### src/rtl/wexec_pkg.sv
package wexec_pkg;
    localparam int POT_N  = 2;
    localparam int DR_N   = 4;
    localparam int VAL_W  = 6;
    localparam int BYTE_W = 8;
    localparam int RSEL_W = $clog2(DR_N);
    localparam int PSEL_W = $clog2(POT_N);
    localparam logic [VAL_W-1:0] VAL_MAX = {VAL_W{1'b1}};

    typedef enum logic [3:0] {
        CMD_NONE,
        CMD_RD_POS,
        CMD_WR_POS,
        CMD_RD_DR,
        CMD_WR_DR,
        CMD_XFR_DW,
        CMD_XFR_WD,
        CMD_GXFR_DW,
        CMD_GXFR_WD,
        CMD_INCDEC
    } cmd_e;

    typedef enum logic [2:0] {
        ST_RECALL,
        ST_IDLE,
        ST_WAIT_DATA,
        ST_INCDEC,
        ST_PEND,
        ST_DONE,
        ST_PROG
    } state_e;

    typedef struct packed {
        cmd_e              cmd;
        logic [RSEL_W-1:0] rsel;
        logic [PSEL_W-1:0] psel;
    } instr_t;
endpackage

### src/rtl/wexec_decode.sv
module wexec_decode
    import wexec_pkg::*;
(
    input  logic [BYTE_W-1:0] ibyte,
    output instr_t            dec
);
    always_comb begin
        dec.rsel = ibyte[3:2];
        dec.psel = ibyte[0];
        unique case (ibyte[7:4])
            4'b1001: dec.cmd = CMD_RD_POS;
            4'b1010: dec.cmd = CMD_WR_POS;
            4'b1011: dec.cmd = CMD_RD_DR;
            4'b1100: dec.cmd = CMD_WR_DR;
            4'b1101: dec.cmd = CMD_XFR_DW;
            4'b1110: dec.cmd = CMD_XFR_WD;
            4'b0001: dec.cmd = CMD_GXFR_DW;
            4'b1000: dec.cmd = CMD_GXFR_WD;
            4'b0010: dec.cmd = CMD_INCDEC;
            default: dec.cmd = CMD_NONE;
        endcase
        if (ibyte[1]) dec.cmd = CMD_NONE;
    end
endmodule

### src/rtl/wexec_regs.sv
module wexec_regs
    import wexec_pkg::*;
#(
    parameter logic [POT_N*DR_N*VAL_W-1:0] DR_INIT = '0
) (
    input  logic                                 clk,
    input  logic                                 rst_n,
    input  logic                                 recall,
    input  logic [POT_N-1:0]                     w_we,
    input  logic [POT_N-1:0][VAL_W-1:0]          w_wd,
    input  logic [POT_N-1:0]                     d_we,
    input  logic [RSEL_W-1:0]                    d_sel,
    input  logic [POT_N-1:0][VAL_W-1:0]          d_wd,
    output logic [POT_N-1:0][VAL_W-1:0]          wiper,
    output logic [POT_N-1:0][DR_N-1:0][VAL_W-1:0] dr
);
    for (genvar p = 0; p < POT_N; p++) begin : g_pot
        logic [VAL_W-1:0] pos_q;

        always_ff @(posedge clk or negedge rst_n) begin
            if (!rst_n)         pos_q <= '0;
            else if (recall)    pos_q <= dr[p][0];
            else if (w_we[p])   pos_q <= w_wd[p];
        end
        assign wiper[p] = pos_q;

        for (genvar r = 0; r < DR_N; r++) begin : g_dr
            logic [VAL_W-1:0] cell_q;

            always_ff @(posedge clk or negedge rst_n) begin
                if (!rst_n)
                    cell_q <= DR_INIT[(p*DR_N+r)*VAL_W +: VAL_W];
                else if (d_we[p] && d_sel == RSEL_W'(r))
                    cell_q <= d_wd[p];
            end
            assign dr[p][r] = cell_q;
        end
    end
endmodule

### src/rtl/wexec_timer.sv
module wexec_timer #(
    parameter int unsigned CYCLES = 250000
) (
    input  logic clk,
    input  logic rst_n,
    input  logic load,
    output logic last
);
    localparam int CW = $clog2(CYCLES + 1);
    logic [CW-1:0] cnt;

    always_ff @(posedge clk or negedge rst_n) begin
        if (!rst_n)         cnt <= '0;
        else if (load)      cnt <= CW'(CYCLES - 1);
        else if (cnt != '0) cnt <= cnt - 1'b1;
    end
    assign last = (cnt == '0);
endmodule

### src/rtl/wexec_top.sv
module wexec_top
    import wexec_pkg::*;
#(
    parameter int unsigned PROG_CYCLES = 250000,
    parameter logic [POT_N*DR_N*VAL_W-1:0] DR_INIT =
        {6'd3, 6'd2, 6'd1, 6'd40, 6'd63, 6'd20, 6'd10, 6'd5}
) (
    input  logic              clk,
    input  logic              rst_n,
    input  logic              instr_valid,
    input  logic [BYTE_W-1:0] instr_byte,
    input  logic              data_valid,
    input  logic [BYTE_W-1:0] data_byte,
    input  logic              step_valid,
    input  logic              step_up,
    input  logic              stop_strb,
    input  logic              wp_n,
    output logic [VAL_W-1:0]  wiper0,
    output logic [VAL_W-1:0]  wiper1,
    output logic              ack_valid,
    output logic              ack,
    output logic              rd_valid,
    output logic [BYTE_W-1:0] rd_data,
    output logic              busy
);
    state_e state, nxt;
    instr_t dec, ctx;
    logic   ctx_ld;

    logic [POT_N-1:0]                      w_we, d_we;
    logic [POT_N-1:0][VAL_W-1:0]           w_wd, wiper;
    logic [POT_N-1:0][DR_N-1:0][VAL_W-1:0] dr;
    logic                                  recall, timer_load, timer_last;

    logic [POT_N-1:0]            stg_mask, stg_mask_n;
    logic [POT_N-1:0][VAL_W-1:0] stg_val, stg_val_n;
    logic [RSEL_W-1:0]           stg_sel, stg_sel_n;
    logic                        stg_ld;

    logic              rsp_v, rsp_ack, rsp_rd;
    logic [BYTE_W-1:0] rsp_dat;
    logic [VAL_W-1:0]  cur;

    wexec_decode u_dec (.ibyte(instr_byte), .dec(dec));

    wexec_regs #(.DR_INIT(DR_INIT)) u_regs (
        .clk(clk), .rst_n(rst_n), .recall(recall),
        .w_we(w_we), .w_wd(w_wd),
        .d_we(d_we), .d_sel(stg_sel), .d_wd(stg_val),
        .wiper(wiper), .dr(dr)
    );

    wexec_timer #(.CYCLES(PROG_CYCLES)) u_tmr (
        .clk(clk), .rst_n(rst_n), .load(timer_load), .last(timer_last)
    );

    always_ff @(posedge clk or negedge rst_n) begin
        if (!rst_n) state <= ST_RECALL;
        else        state <= nxt;
    end

    always_comb begin
        nxt        = state;
        ctx_ld     = 1'b0;
        recall     = 1'b0;
        timer_load = 1'b0;
        w_we       = '0;
        w_wd       = wiper;
        d_we       = '0;
        stg_ld     = 1'b0;
        stg_mask_n = '0;
        stg_val_n  = wiper;
        stg_sel_n  = dec.rsel;
        rsp_v      = instr_valid || data_valid;
        rsp_ack    = 1'b0;
        rsp_rd     = 1'b0;
        rsp_dat    = '0;
        cur        = wiper[ctx.psel];

        unique case (state)
            ST_RECALL: begin
                recall = 1'b1;
                nxt    = ST_IDLE;
            end
            ST_IDLE: begin
                if (instr_valid && dec.cmd != CMD_NONE) begin
                    ctx_ld  = 1'b1;
                    rsp_ack = 1'b1;
                    nxt     = ST_DONE;
                    unique case (dec.cmd)
                        CMD_RD_POS: begin
                            rsp_rd  = 1'b1;
                            rsp_dat = BYTE_W'(wiper[dec.psel]);
                        end
                        CMD_RD_DR: begin
                            rsp_rd  = 1'b1;
                            rsp_dat = BYTE_W'(dr[dec.psel][dec.rsel]);
                        end
                        CMD_WR_POS, CMD_WR_DR: nxt = ST_WAIT_DATA;
                        CMD_XFR_DW: begin
                            w_we[dec.psel] = 1'b1;
                            w_wd[dec.psel] = dr[dec.psel][dec.rsel];
                        end
                        CMD_GXFR_DW: begin
                            for (int p = 0; p < POT_N; p++) begin
                                w_we[p] = 1'b1;
                                w_wd[p] = dr[p][dec.rsel];
                            end
                        end
                        CMD_XFR_WD, CMD_GXFR_WD: begin
                            if (wp_n) begin
                                stg_ld = 1'b1;
                                if (dec.cmd == CMD_XFR_WD)
                                    stg_mask_n[dec.psel] = 1'b1;
                                else
                                    stg_mask_n = '1;
                                nxt = ST_PEND;
                            end else begin
                                rsp_ack = 1'b0;
                            end
                        end
                        CMD_INCDEC: nxt = ST_INCDEC;
                        default: begin
                            rsp_ack = 1'b0;
                            nxt     = ST_IDLE;
                        end
                    endcase
                end
            end
            ST_WAIT_DATA: begin
                if (data_valid) begin
                    nxt = ST_DONE;
                    if (ctx.cmd == CMD_WR_POS) begin
                        rsp_ack         = 1'b1;
                        w_we[ctx.psel]  = 1'b1;
                        w_wd[ctx.psel]  = data_byte[VAL_W-1:0];
                    end else if (wp_n) begin
                        rsp_ack                  = 1'b1;
                        stg_ld                   = 1'b1;
                        stg_sel_n                = ctx.rsel;
                        stg_mask_n[ctx.psel]     = 1'b1;
                        stg_val_n[ctx.psel]      = data_byte[VAL_W-1:0];
                        nxt                      = ST_PEND;
                    end
                end
            end
            ST_INCDEC: begin
                if (step_valid) begin
                    w_we[ctx.psel] = 1'b1;
                    if (step_up) w_wd[ctx.psel] = (cur == VAL_MAX) ? cur : cur + 1'b1;
                    else         w_wd[ctx.psel] = (cur == '0) ? cur : cur - 1'b1;
                end
            end
            ST_PEND, ST_DONE: ;
            ST_PROG: begin
                if (timer_last) nxt = ST_IDLE;
            end
            default: nxt = ST_IDLE;
        endcase

        if (stop_strb && state != ST_RECALL && state != ST_PROG) begin
            if (state == ST_PEND && wp_n) begin
                d_we       = stg_mask;
                timer_load = 1'b1;
                nxt        = ST_PROG;
            end else begin
                nxt = ST_IDLE;
            end
        end
    end

    always_ff @(posedge clk or negedge rst_n) begin
        if (!rst_n) begin
            ctx       <= '{cmd: CMD_NONE, rsel: '0, psel: '0};
            stg_mask  <= '0;
            stg_val   <= '0;
            stg_sel   <= '0;
            ack_valid <= 1'b0;
            ack       <= 1'b0;
            rd_valid  <= 1'b0;
            rd_data   <= '0;
        end else begin
            if (ctx_ld) ctx <= dec;
            if (stg_ld) begin
                stg_mask <= stg_mask_n;
                stg_val  <= stg_val_n;
                stg_sel  <= stg_sel_n;
            end
            ack_valid <= rsp_v;
            ack       <= rsp_ack;
            rd_valid  <= rsp_rd;
            if (rsp_rd) rd_data <= rsp_dat;
        end
    end

    assign wiper0 = wiper[0];
    assign wiper1 = wiper[1];
    assign busy   = (state == ST_RECALL) || (state == ST_PROG);
endmodule

### config.mk
export PLATFORM = sky130hd
export DESIGN_NAME = wexec_top
export DESIGN_NICKNAME = d
export VERILOG_FILES = /design/src/rtl/wexec_pkg.sv /design/src/rtl/wexec_decode.sv /design/src/rtl/wexec_regs.sv /design/src/rtl/wexec_timer.sv /design/src/rtl/wexec_top.sv
export SDC_FILE = /design/constraint.sdc
export NUM_CORES = 1
export LEC_CHECK = 0
export ABC_AREA = 1
export CAP_MARGIN = 20
export CORE_MARGIN = 3
export CORE_UTILIZATION = 54
export CTS_CLUSTER_DIAMETER = 150
export DETAILED_ROUTE_END_ITERATION = 12
export HOLD_SLACK_MARGIN = 0.05
export PLACE_DENSITY_LB_ADDON = 0.12
export SYNTH_ARGS = -nofsm -noshare
export SYNTH_HDL_FRONTEND = slang
export SYNTH_SLANG_ARGS = --single-unit
### constraint.sdc
create_clock -name clk -period 2.2 [get_ports clk]
set_input_delay 0.44 -clock clk [delete_from_list [all_inputs] [get_ports clk]]
set_output_delay 0.44 -clock clk [all_outputs]
set_load 0.05 [all_outputs]
==> metrics.cfg <==
[clocking]
h-tree-depth = 4
clk_latency_ps = 420
tritoncts = done
clkSinkCount = 113
cts_buffers = 17
cts-root-buf = clkbuf_16
clk_pin_slew_ps = 50
clockBufferDepth = 2

[cells_and_area]
antennaDiodeCount = 0
fillerInstances = 1058
syn_to_final_growth_pct = 28.1
finalNetCount = 1204
drive_above_1_share = 0.194

[yosys]
synth_top_area_share = 0.328
synth_common_cells = nand2_1 (313), inv_1 (108), nor2_1 (101)
ys_types = 49
synthCells = 1053
synth_edf_count = 0
synth_largest_area_cell = dfrtp_1
synthFlopType = dfrtp_1
synth_area_leaders = dfrtp_1 (33%), nand2_1 (16%), dfstp_2 (6.5%), inv_1 (5.6%), nor2_1 (5.2%)
synth_warnings = 0
synthesis.area_um2 = 7240
yosysMostFrequentCell = nand2_1
seq_area_frac_synth = 0.394
syn_area_per_cell_um2 = 6.88
synth-async-reset-ratio = 1.00
ys_ff_latch = 113

[status]
status = finished, final reports clean

[grt]
grt_max_degree = 43
antenna_found_initial = 0
grt_pass1_wl_mm = 35.0
grt.total_usage = 0.301
grt-ovfl-total = 0
grt_pass1_vias = 6999

[setup_path]
cp_cell_sequence = clkdlybuf4s50_1
worst-path-max-fanout = 4
path_delay_family = buffers and inverters
max_stage_delay_ps = 860
reg2reg_from = ctx[0]
criticalPathCategory = reg -> out
crit_buf_inv = 1
cpMaxStageDelayCell = clkdlybuf4s50_1
crit_path_start = u_regs.g_pot[1].pos_q[3]
cp.arrival_ps = 1750
critical_path.startpoint_type = register
end_kind = output pin
cp.required_ps = 1760
r2r_slack_ps = 100

[routing]
totalWireLength_mm = 21.9
via_per_inst = 5.54
ant_nets = 0
drt_first_iter_violations = 825
vias = 7516
wire_per_inst_um = 16.1
drc = 0
firstDrtPassIters = 5

[timing]
fin_skew_ps = 8.17
finalHoldViolations = 0
period_minus_slack_ps = 2190
worst_pin_slew_ps = 599
drv_slew = 0
timing.slew.headroom = 0.601
period_share = 0.993
setup_ws_ps = 14.8
setup_viol = 0
hold_slack_ps = 472
rsz0062_at_grt = true
max_freq_mhz = 458

[min_path]
min-delay-path-class = reg -> reg
hold_start = u_regs.g_pot[1].g_dr[2].cell_q[1]

[run]
max-cap-violations = 0

[placed_design]
port_buffers = 43
place_ws_ps = -584
place.gp.congestion = 1.03
dpl.hpwl_mm = 16.0

[floorplan]
die-area_um2 = 14800
chipHeight_um = 122
start_util = 0.562
die_w_um = 122
design.portCount = 48
coreArea_um2 = 12900
rows = 41

[power]
power-per-cell-area_nw_per_um2 = 607
leakage_nw = 4.42
ir_drop_mv = 0.547

==> per-layer routing <==
layer	track usage	routed length, um	vias up
met5	0	0	-
met1	0.419	9470	3481
met4	0.103	552	0
met3	0.0580	1620	59
met2	0.475	10200	313
li1	-	-	3663
==> what timing repair did <==
item,in CTS,in global routing
pin swaps,2,5
endpoints found under the hold margin,5,0
setup buffers,2,1
endpoints found under the setup margin,38,61
gates cloned,1,0
gates resized for setup,10,36
hold buffers,1,0
==> stage by stage <==
stage | power [mW] | utilization | cell area, um^2 | cells | TNS, ps
floorplan | 2.41 | - | 7240 | 1054 | 0
global placement | 2.65 | 0.658 | 8480 | 1320 | -19580
detailed placement | 2.65 | 0.658 | 8480 | 1320 | -22450
CTS | 5.63 | 0.713 | 9180 | 1356 | 0
global route | 5.80 | 0.720 | 9280 | 1357 | -318
finish | 5.63 | 0.720 | 9280 | 1357 | 0
==> cells by family after synthesis <==
kind of cell	Yosys count	synth area share
flops	113	0.394
xor+xnor	9	0.0109
compound gates	213	0.161
other cells	1	0.000518
fa+ha+maj	8	0.0138
mux	5	0.00760
simple gates	540	0.321
buf+inv	164	0.0916
==> state kept, by name (all words and copies together) (netlist names) <==
register	count
state	3
ack	1
rd_valid	1
stg_val	12
u_regs.g_pot.pos_q	12
u_regs.g_pot.g_dr.cell_q	48
rd_data	6
ack_valid	1
ctx	7
stg_mask	2
stg_sel	2
u_tmr.cnt	18
==> final timing paths <==
check / to / cells past startpoint
max in group asynchronous: u_regs.g_pot[0].g_dr[1].cell_q[3] / 3
worst max-delay path: wiper1[3] / 1
worst min register to register: u_regs.g_pot[1].g_dr[2].cell_q[1] / 2
min in group asynchronous: u_regs.g_pot[1].g_dr[2].cell_q[3] / 2
worst max register to register: u_regs.g_pot[1].pos_q[0] / 13
worst min-delay path: u_regs.g_pot[1].g_dr[2].cell_q[1] / 2
==> report_power, final <==
group	internal (mW)	total (mW)	switching [mW]
clock network	1.97	2.99	1.02
registers	2.09	2.09	0.00637
logic	0.211	0.551	0.340
total	4.26	5.63	1.37
==> cell type report <==
type | count | area [um^2] | share of cell area
Clock buffer | 21 | 460 | 0.0496
Clock inverter | 11 | 175 | 0.0189
Sequential cell | 113 | 2850 | 0.307
Multi-Input combinational cell | 777 | 3830 | 0.413
Tap cell | 172 | 215 | 0.0232
Inverter | 122 | 458 | 0.0494
Timing Repair Buffer | 141 | 1290 | 0.139
==> cells in the final DEF (no fill, tap or decap), types with 5 or more instances in the layout <==
cell type	n
xor2_1	7
nor2_2	17
inv_2	16
inv_1	105
clkdlybuf4s50_1	31
a211oi_1	6
o2111ai_1	6
dfstp_2	18
buf_4	90
nand3_1	71
o21ai_0	65
clkbuf_16	17
nor2_4	9
dfrtp_1	94
a21oi_1	30
buf_12	8
nand2_2	16
nor3_1	6
o21ai_1	72
ha_1	5
nand2_1	305
nor2_1	94
dlygate4sd2_1	5
a31oi_1	16
Note: power is estimated with default switching activity, not from simulation.
